File: src/rtl/busy_stat_pkg.sv
package busy_stat_pkg;

    localparam int unsigned BYTE_W   = 8;
    localparam int unsigned POLL_BIT = 7;
    localparam int unsigned TGL_BIT  = 6;

    typedef enum logic {
        OP_PROG  = 1'b0,
        OP_ERASE = 1'b1
    } op_kind_e;

    typedef struct packed {
        op_kind_e            kind;
        logic [BYTE_W-1:0]   data;
    } op_info_t;

    // Status byte returned while an operation is running.
    function automatic logic [BYTE_W-1:0] status_byte(
        input op_kind_e          kind,
        input logic              addr_hit,
        input logic [BYTE_W-1:0] loaded,
        input logic              tgl,
        input logic [BYTE_W-1:0] arr
    );
        logic [BYTE_W-1:0] s;
        s = arr;
        s[TGL_BIT] = tgl;
        if (kind == OP_ERASE) begin
            s[POLL_BIT] = 1'b0;
        end else if (addr_hit) begin
            s[POLL_BIT] = ~loaded[POLL_BIT];
        end
        return s;
    endfunction

endpackage

File: src/rtl/busy_timer.sv
module busy_timer
    import busy_stat_pkg::*;
#(
    parameter int unsigned PROG_CYCLES  = 5,
    parameter int unsigned ERASE_CYCLES = 9
) (
    input  logic     clk,
    input  logic     rst,
    input  logic     accept_i,
    input  op_kind_e kind_i,
    output logic     busy_o
);
    localparam int unsigned MAXC = (PROG_CYCLES > ERASE_CYCLES) ? PROG_CYCLES : ERASE_CYCLES;
    localparam int unsigned CW   = $clog2(MAXC + 1);
    localparam logic [CW-1:0] PROG_LEN  = CW'(PROG_CYCLES);
    localparam logic [CW-1:0] ERASE_LEN = CW'(ERASE_CYCLES);

    logic [CW-1:0] remain_q;

    always_ff @(posedge clk) begin
        if (rst) begin
            remain_q <= '0;
        end else if (accept_i) begin
            remain_q <= (kind_i == OP_ERASE) ? ERASE_LEN : PROG_LEN;
        end else if (remain_q != '0) begin
            remain_q <= remain_q - 1'b1;
        end
    end

    assign busy_o = (remain_q != '0);
endmodule

File: src/rtl/busy_toggle.sv
module busy_toggle (
    input  logic clk,
    input  logic rst,
    input  logic clear_i,
    input  logic adv_i,
    output logic tgl_o
);
    logic tgl_q;

    always_ff @(posedge clk) begin
        if (rst || clear_i) begin
            tgl_q <= 1'b0;
        end else if (adv_i) begin
            tgl_q <= ~tgl_q;
        end
    end

    assign tgl_o = tgl_q;
endmodule

File: src/rtl/busy_ctx_reg.sv
module busy_ctx_reg
    import busy_stat_pkg::*;
#(
    parameter int unsigned AW = 19
) (
    input  logic              clk,
    input  logic              rst,
    input  logic              load_i,
    input  op_kind_e          kind_i,
    input  logic [AW-1:0]     addr_i,
    input  logic [BYTE_W-1:0] data_i,
    output op_info_t          info_o,
    output logic [AW-1:0]     addr_o
);
    op_info_t      info_q;
    logic [AW-1:0] addr_q;

    always_ff @(posedge clk) begin
        if (rst) begin
            info_q <= '{kind: OP_PROG, data: '0};
            addr_q <= '0;
        end else if (load_i) begin
            info_q <= '{kind: kind_i, data: data_i};
            addr_q <= addr_i;
        end
    end

    assign info_o = info_q;
    assign addr_o = addr_q;
endmodule

File: src/rtl/busy_status_mux.sv
module busy_status_mux
    import busy_stat_pkg::*;
#(
    parameter int unsigned AW = 19
) (
    input  logic              busy_i,
    input  op_info_t          info_i,
    input  logic [AW-1:0]     lat_addr_i,
    input  logic [AW-1:0]     rd_addr_i,
    input  logic              tgl_i,
    input  logic [BYTE_W-1:0] arr_i,
    output logic [BYTE_W-1:0] byte_o
);
    logic hit;

    always_comb begin
        hit = (rd_addr_i == lat_addr_i);
        if (busy_i) begin
            byte_o = status_byte(info_i.kind, hit, info_i.data, tgl_i, arr_i);
        end else begin
            byte_o = arr_i;
        end
    end
endmodule

File: src/rtl/busy_status_top.sv
module busy_status_top
    import busy_stat_pkg::*;
#(
    parameter int unsigned AW           = 19,
    parameter int unsigned PROG_CYCLES  = 5,
    parameter int unsigned ERASE_CYCLES = 9
) (
    input  logic          clk,
    input  logic          rst,
    input  logic          start_i,
    input  logic          op_erase_i,
    input  logic [AW-1:0] addr_i,
    input  logic [7:0]    wdata_i,
    input  logic          rd_i,
    input  logic [AW-1:0] rd_addr_i,
    input  logic [7:0]    arr_data_i,
    output logic [7:0]    rd_data_o,
    output logic          busy_o
);
    logic              busy;
    logic              accept;
    logic              tgl;
    op_kind_e          kind_in;
    op_info_t          info;
    logic [AW-1:0]     lat_addr;
    logic [BYTE_W-1:0] next_byte;
    logic [BYTE_W-1:0] rd_data_q;

    assign kind_in = op_kind_e'(op_erase_i);
    assign accept  = start_i && !busy;

    busy_timer #(
        .PROG_CYCLES  (PROG_CYCLES),
        .ERASE_CYCLES (ERASE_CYCLES)
    ) u_timer (
        .clk      (clk),
        .rst      (rst),
        .accept_i (accept),
        .kind_i   (kind_in),
        .busy_o   (busy)
    );

    busy_ctx_reg #(.AW(AW)) u_ctx (
        .clk    (clk),
        .rst    (rst),
        .load_i (accept),
        .kind_i (kind_in),
        .addr_i (addr_i),
        .data_i (wdata_i),
        .info_o (info),
        .addr_o (lat_addr)
    );

    busy_toggle u_tgl (
        .clk     (clk),
        .rst     (rst),
        .clear_i (accept),
        .adv_i   (rd_i && busy),
        .tgl_o   (tgl)
    );

    busy_status_mux #(.AW(AW)) u_mux (
        .busy_i     (busy),
        .info_i     (info),
        .lat_addr_i (lat_addr),
        .rd_addr_i  (rd_addr_i),
        .tgl_i      (tgl),
        .arr_i      (arr_data_i),
        .byte_o     (next_byte)
    );

    always_ff @(posedge clk) begin
        if (rst) begin
            rd_data_q <= '0;
        end else if (rd_i) begin
            rd_data_q <= next_byte;
        end
    end

    assign rd_data_o = rd_data_q;
    assign busy_o    = busy;
endmodule

File: config.mk
export PLATFORM = sky130hd
export DESIGN_NAME = busy_status_top
export DESIGN_NICKNAME = d
export VERILOG_FILES = /design/src/rtl/busy_stat_pkg.sv /design/src/rtl/busy_timer.sv /design/src/rtl/busy_toggle.sv /design/src/rtl/busy_ctx_reg.sv /design/src/rtl/busy_status_mux.sv /design/src/rtl/busy_status_top.sv
export SDC_FILE = /design/constraint.sdc
export NUM_CORES = 1
export LEC_CHECK = 0
export BUFFER_PORTS_ARGS = -buffer_cell sky130_fd_sc_hd__buf_2
export CORE_ASPECT_RATIO = 0.7
export CORE_MARGIN = 2
export CORE_UTILIZATION = 50
export DETAILED_ROUTE_END_ITERATION = 8
export GPL_TIMING_DRIVEN = 0
export PLACE_DENSITY_LB_ADDON = 0.3
export SLEW_MARGIN = 30
export SYNTH_ARGS = -nofsm -noshare
export SYNTH_HDL_FRONTEND = slang
export SYNTH_SLANG_ARGS = --single-unit
File: constraint.sdc
create_clock -name clk -period 3 [get_ports clk]
set_input_delay 0.3 -clock clk [delete_from_list [all_inputs] [get_ports clk]]
set_output_delay 0.3 -clock clk [all_outputs]
set_load 0.02 [all_outputs]
==> results.rst, run 1 <==
.. list-table::
   :header-rows: 1

   * - Metric
     - Value
   * - Global-route total usage across every layer
     - 20.64%
   * - Antenna violations before repair
     - 0
   * - Pre-CTS worst setup slack
     - 1.269 ns
   * - Sequential group share of total power
     - 39.6%
   * - CTS hold repair buffers
     - 0
   * - Global-route wire length before repair
     - 5658 um
   * - Number of DRC markers after the initial detailed-route iteration
     - 34
   * - Number of inserted diodes
     - 0
   * - Leftover overflow at the end of global routing
     - 0
   * - Floorplan die height
     - 50.17 um
   * - Cells after synthesis
     - 184
   * - Met1 Wirelength
     - 1646 um
   * - DRC
     - 0
   * - Type of the setup path with the least slack
     - flop to output port
   * - Worst clock skew on the final layout
     - 0.004648 ns
   * - Net Count, Synth
     - 244
   * - Worst hold path endpoint
     - u_ctx.addr_o[12]
   * - Min-Delay Path Class
     - primary input to flop
   * - Final-report hold violation count
     - 0
   * - Switching share of power
     - 34.18%
   * - Flip-flop and latch count after synthesis
     - 34
   * - Layout Area Growth over Synthesis
     - 29.50%
   * - Detail Route Antenna Nets
     - 0
   * - Half-perimeter wire length of the detailed placement result
     - 2648 um
   * - Psw
     - 0.5253 mW
   * - Netlist cell types
     - 29
   * - Leak pwr
     - 0.8734 nW
   * - Number of clock sinks
     - 34
   * - Clock tree from TritonCTS
     - done
   * - Post-cts resize count
     - 0
   * - Total CTS buffers
     - 5
   * - Fin util
     - 69.37%
   * - Sum of routed wire length over all layers
     - 3413 um
   * - Final hold slack
     - 0.2440 ns
   * - Number of endpoints failing setup at the final stage
     - 0
   * - Share of power burned in the clock network
     - 26.4%
   * - Share of the yosys chip area belonging to registers
     - 44.70%
   * - Run status
     - complete, no violations
   * - Period utilization
     - 63.99%
   * - Final setup slack of the worst path
     - 1.080 ns
   * - Most common cell after layout, fill and taps aside
     - buf_2
   * - Met2 WL
     - 1551 um
   * - Max clock buf depth
     - 2
   * - Length of routed met3 wiring
     - 215 um
   * - Data required time at the worst endpoint
     - 2.70 ns
   * - Final min period
     - 1.920 ns
   * - Worst-margin pin slew
     - 0.4898 ns
   * - Width of the chip
     - 69.96 um
   * - Synth top area share
     - 44.70%
   * - Total negative setup slack
     - 0 ns
   * - Hold-critical path depth
     - 3
   * - Number of cells on the worst reg-to-reg path
     - 8
   * - Core box area
     - 2843 sq um
   * - Initial cell density of the core
     - 53.57%
   * - Largest cells by area after synthesis
     - dfxtp_1 45%, nand2_1 12%, a21oi_1 8.5%
   * - Yosys warning count
     - 0
   * - Type of element capturing the critical path
     - output port
   * - Arr. time, crit path
     - 1.62 ns
   * - Kind of start point of the critical path
     - flop
   * - Post-Syn Area per Cell
     - 8.276 sq um
   * - R2R Path End
     - rd_data_o[7]
   * - Top achievable clock speed
     - 520.9 MHz
   * - IR drop worst, VDD
     - 0.3896 mV
   * - Total number of vias
     - 1369
   * - Count of final max-slew check failures
     - 0
   * - Number of max-cap violations
     - 0
   * - Library cell with the largest summed area after synthesis
     - dfxtp_1
   * - Combinational cell fraction of total power
     - 33.9%
   * - HP Start
     - addr_i[12]
   * - Number of core rows
     - 16
   * - Setup repair after global routing missed its margin
     - no
   * - Average wire length per cell after detail routing
     - 11.89 um
   * - Clock-pin slew on the worst setup and hold paths
     - 0.07 ns
   * - Full die area
     - 3510 sq um
   * - Highest metal layer with signal wires
     - met3
   * - Length of the first detailed-routing pass in iterations
     - 4
   * - Post-CTS Setup Bufs
     - 0
   * - Cell Pwr Density
     - 779.5 nW/um^2
   * - Reg2reg start
     - u_timer.remain_q[0]
   * - Maximum level of the CTS H-tree
     - 2
   * - Root buf cell
     - clkbuf_8
   * - Int Power
     - 1.012 mW
   * - Top library cells by usage in the layout, fill and taps aside
     - 60 x buf_2, 47 x nand2_1, 34 x dfxtp_1
   * - Placer Congestion
     - 0.7595
   * - Top-level port count
     - 68
   * - Share of cells above drive strength 1
     - 29.48%
   * - Crit path max fanout
     - 8
   * - Final Net Count
     - 310
   * - Synth Cell Area
     - 1523 sq um
   * - Via density per instance
     - 4.770
   * - Internal reg-to-reg setup slack
     - 1.25 ns
   * - Vias in the first global route
     - 1286
   * - Largest net degree at the start of global routing
     - 12
   * - Slew margin rel.
     - 67.04%
   * - Count of buffers from port buffering
     - 59
   * - Clock latency on the worst-skew pair
     - 0.29 ns
sequential cells by signal, indices dropped and copies added, names as in the netlist:
| register | flops |
|---|---|
| u_timer.remain_q | 4 |
| rd_data_o | 8 |
| u_ctx.addr_o | 19 |
| u_tgl.tgl_o | 1 |
| u_ctx.info_o | 2 |
final cells by class:
type	count	area [sq um]
flip-flops and latches	34	680.7
well taps	36	45.04
clock buffers	5	68.82
fillers	238	870.8
plain buffers	9	50.05
multi-input cells	136	773.2
inverters	5	18.77
clock inverters	3	40.04
repair buffers	59	295.3
critical path: stages (launching register included):
cell,delay [ns]
dfxtp_1,0.34
inv_1,0.06
ha_1,0.19
nor3b_4,0.38
inv_2,0.16
buf_2,0.19
power by group through the flow:
stage	Sequential (mW)	Clock, mW	Combinational, mW
after floorplan	0.613	0	0.387
after global placement	0.613	0	0.514
after detailed placement	0.615	0	0.522
after CTS	0.610	0.411	0.526
after global routing	0.620	0.433	0.588
final	0.609	0.406	0.521
logic make-up (layout without fill, tap and decap cells):
logic type / after synthesis / after routing / share of synthesized area (%)
multiplexers: 8 / 8 / 5.259
flip-flops: 34 / 34 / 44.70
AND/OR/NAND/NOR: 76 / 76 / 22.35
buffers and inverters: 14 / 81 / 4.518
XOR/XNOR: 19 / 19 / 10.93
adder cells (fa/ha/maj): 1 / 1 / 0.8216
AO/OA/AOI/OAI: 32 / 32 / 11.42
Yosys cell counts:
master,instances
o21bai_1,1
a21oi_1,26
nand3b_1,1
o21ai_0,1
a311oi_1,1
o2111ai_1,1
xor2_1,8
or3_1,1
inv_1,4
nand4_1,2
buf_6,2
xnor2_1,11
buf_2,1
nand2b_1,1
nor2_1,15
nand2_1,47
a211oi_1,1
nand3_1,1
nor4_2,1
nor2_4,1
a31oi_1,1
nor4_1,2
nor3b_4,1
dfxtp_1,34
clkbuf_1,6
mux2i_1,8
inv_2,1
nor3_1,3
ha_1,1
layer usage:
| metal | global-route usage, % | up-vias |
|---|---|---|
| met1 | 27.20 | 595 |
| li1 | - | 737 |
| met5 | 0 | - |
| met4 | 5.769 | 0 |
| met2 | 32.86 | 37 |
| met3 | 6.627 | 0 |
worst max-delay path by stage:
stage,from,to,slack (ns)
final,u_timer.remain_q[0],busy_o,1.08
after global routing,u_timer.remain_q[0],busy_o,1.0
after CTS,u_timer.remain_q[0],busy_o,1.07
after detailed placement,u_timer.remain_q[0],rd_data_o[7],1.27
after global placement,u_timer.remain_q[0],rd_data_o[7],1.27
after floorplan,u_timer.remain_q[0],rd_data_o[7],1.38
through the flow:
stage | instances | total power, mW | cell area (sq um)
2_1_floorplan | 184 | 1.000 | 1523
3_3_place_gp | 279 | 1.126 | 1863
3_5_place_dp | 279 | 1.137 | 1863
4_1_cts | 287 | 1.547 | 1972
5_1_grt | 287 | 1.642 | 1972
6_report | 287 | 1.537 | 1972
Note: power is estimated with default switching activity, not from simulation.
==> run 2: changes to the inputs <==
- CORE_UTILIZATION: 50 -> 46
- clock period: 3 -> 1.8 ns (I/O delays scaled with it)
==> run 2 against run 1 <==
  * Critical endpoint unchanged
  * First-iteration DRC count is 35% higher
  * Sequential power rose by 66%
  * Clock power up 43%
  * Largest cell class unchanged
==> results.rst, run 2 (synthesis gave the netlist of run 1 again) <==
.. list-table::
   :header-rows: 1

   * - Metric
     - Value
   * - Delay-heaviest family, CP
     - buffers and inverters
   * - Global-route total usage across every layer
     - 19.51%
   * - Cell Pwr Density
     - 1277 nW/um^2
   * - Arr. time, crit path
     - 1.49 ns
   * - Reg2reg start
     - u_timer.remain_q[0]
   * - Global-route met2 utilization
     - 30.76%
   * - Average wire length per cell after detail routing
     - 11.60 um
   * - Beginning of the critical path
     - u_timer.remain_q[0]
   * - Worst-margin pin slew
     - 0.4745 ns
   * - Run status
     - complete, no violations
   * - Final Net Count
     - 312
   * - Number of max-cap violations
     - 0
   * - Count of buffers from port buffering
     - 59
   * - Final-report hold violation count
     - 0
   * - Number of inserted diodes
     - 0
   * - Psw
     - 0.8856 mW
   * - Number of core rows
     - 17
   * - Placer Congestion
     - 0.7745
   * - Top-level port count
     - 68
   * - Leftover overflow at the end of global routing
     - 0
   * - Total number of vias
     - 1418
   * - Number of endpoints failing setup at the final stage
     - 0
   * - Critical path cell sequence
     - inv_1 -> ha_2 -> nor3b_4 -> inv_2 -> buf_2
   * - Total CTS buffers
     - 5
   * - Int Power
     - 1.639 mW
   * - Full die area
     - 3794 sq um
   * - Global-route wire length before repair
     - 5444 um
   * - Clock tree from TritonCTS
     - done
   * - Count of final max-slew check failures
     - 0
   * - Type of the setup path with the least slack
     - flop to output port
   * - Switching share of power
     - 35.09%
   * - Maximum level of the CTS H-tree
     - 2
   * - Period utilization
     - 92.78%
   * - Share of power burned in the clock network
     - 23.0%
   * - Vias in the first global route
     - 1302
   * - Kind of start point of the critical path
     - flop
   * - Max clock buf depth
     - 2
   * - Clock latency on the worst-skew pair
     - 0.29 ns
   * - Min-Delay Path Class
     - primary input to flop
   * - Worst Path Buf+Inv
     - 3
   * - Max reg flops
     - 19
   * - Power, Total
     - 2.524 mW
   * - Slew margin rel.
     - 68.07%
   * - Number of inserted filler cells in the final layout
     - 304
   * - Sum of routed wire length over all layers
     - 3375 um
   * - Leak pwr
     - 0.8775 nW
   * - Number of DRC markers after the initial detailed-route iteration
     - 46
   * - Largest stage delay on the critical path
     - 0.34 ns
   * - Type of element capturing the critical path
     - output port
   * - Final min period
     - 1.670 ns
   * - Clock-pin slew on the worst setup and hold paths
     - 0.07 ns
   * - Layout Area Growth over Synthesis
     - 29.83%
   * - Length of the first detailed-routing pass in iterations
     - 4
   * - Initial cell density of the core
     - 48.37%
   * - Met1 demand-to-capacity share in global routing
     - 24.73%
   * - DRC
     - 0
   * - Floorplan die height
     - 52.14 um
   * - Antenna violations before repair
     - 0
   * - Count of non-filler cells in the finished layout
     - 291
   * - Via density per instance
     - 4.873
   * - Core box area
     - 3148 sq um
   * - Number of instances in the placed design
     - 281
   * - Met3 GRT Util
     - 5.426%
   * - Share of cells above drive strength 1
     - 30.83%
   * - Crit path max fanout
     - 6
   * - Worst clock skew on the final layout
     - 0.002359 ns
   * - HP Start
     - addr_i[18]
   * - Detail Route Antenna Nets
     - 0
   * - Data required time at the worst endpoint
     - 1.62 ns
   * - Most common cell after layout, fill and taps aside
     - buf_2
   * - Busiest grt layer
     - met2
   * - Half-perimeter wire length of the detailed placement result
     - 2603 um
   * - Number of clock sinks
     - 34
   * - Top library cells by usage in the layout, fill and taps aside
     - 60 x buf_2, 47 x nand2_1, 34 x dfxtp_1
   * - Top achievable clock speed
     - 598.8 MHz
   * - Slowest library cell on the worst path
     - dfxtp_1
   * - Sequential group share of total power
     - 39.9%
   * - Combinational cell fraction of total power
     - 37.0%
   * - IR drop worst, VDD
     - 0.6962 mV
   * - Largest net degree at the start of global routing
     - 11
   * - Root buf cell
     - clkbuf_8
   * - Width of the chip
     - 72.77 um
[run 2: per-layer routing]
layer / part of all wire, % / up-vias / wire [um]
met5: 0 / - / 0
met4: 2.1 / 0 / 71
met3: 5.2 / 8 / 176
met2: 45 / 31 / 1512
met1: 48 / 638 / 1614
li1: - / 741 / -
[run 2: cell type report]
| class | count | area [sq um] | area share, % |
|---|---|---|---|
| inverter | 5 | 18.77 | 0.9494 |
| sequential | 34 | 680.7 | 34.43 |
| clock inverter | 1 | 5.005 | 0.2532 |
| clock buffer | 7 | 86.33 | 4.367 |
| multi-input combinational | 136 | 775.7 | 39.24 |
| timing repair buffer | 61 | 310.3 | 15.70 |
| tap | 38 | 47.55 | 2.405 |
| buffer | 9 | 52.55 | 2.658 |
[run 2: final timing paths]
check             slack (ns)                to  depth (start not counted)
hold / removal          0.13  u_ctx.addr_o[18]                          3
setup reg to reg        0.14      rd_data_o[7]                          8
setup / recovery        0.13            busy_o                          5
hold reg to reg         0.47  u_ctx.addr_o[12]                          2
[run 2: tightest hold or removal path: cells and delay by family]
family / cells / cell delay, ns
buffers and inverters: 1 / 0.09
AOI/OAI and AO/OA: 1 / 0.05
and+or+nand+nor: 1 / 0.04
[run 2: what timing repair did]
action,CTS,global route
setup endpoints to repair,2,10
setup buffers,1,1
hold buffers,0,0
gates resized for setup,0,5
[run 2: per-stage QoR]
stage | util, % | setup slack (ns) | cell area, sq um | setup TNS [ns] | hold WS [ns]
after floorplan | - | 0.1846 | 1523 | 0 | 0.3160
final | 62.80 | 0.1300 | 1977 | 0 | 0.1252
after global routing | 62.80 | -0.001310 | 1977 | -0.001310 | 0.1225
after detailed placement | 59.26 | 0.0001469 | 1866 | 0 | 0.4265
after global placement | 59.26 | 0.06170 | 1866 | 0 | 0.4207
after CTS | 62.40 | 0.09478 | 1964 | 0 | 0.1202
[run 2: power by group through the flow]
| stage | clock network, mW | logic (mW) | registers (mW) |
|---|---|---|---|
| final | 0.581 | 0.935 | 1.01 |
| after global routing | 0.626 | 1.05 | 1.03 |
| after CTS | 0.583 | 0.904 | 1.01 |
| after detailed placement | 0 | 0.877 | 1.02 |
| after global placement | 0 | 0.859 | 1.02 |
| after floorplan | 0 | 0.646 | 1.02 |
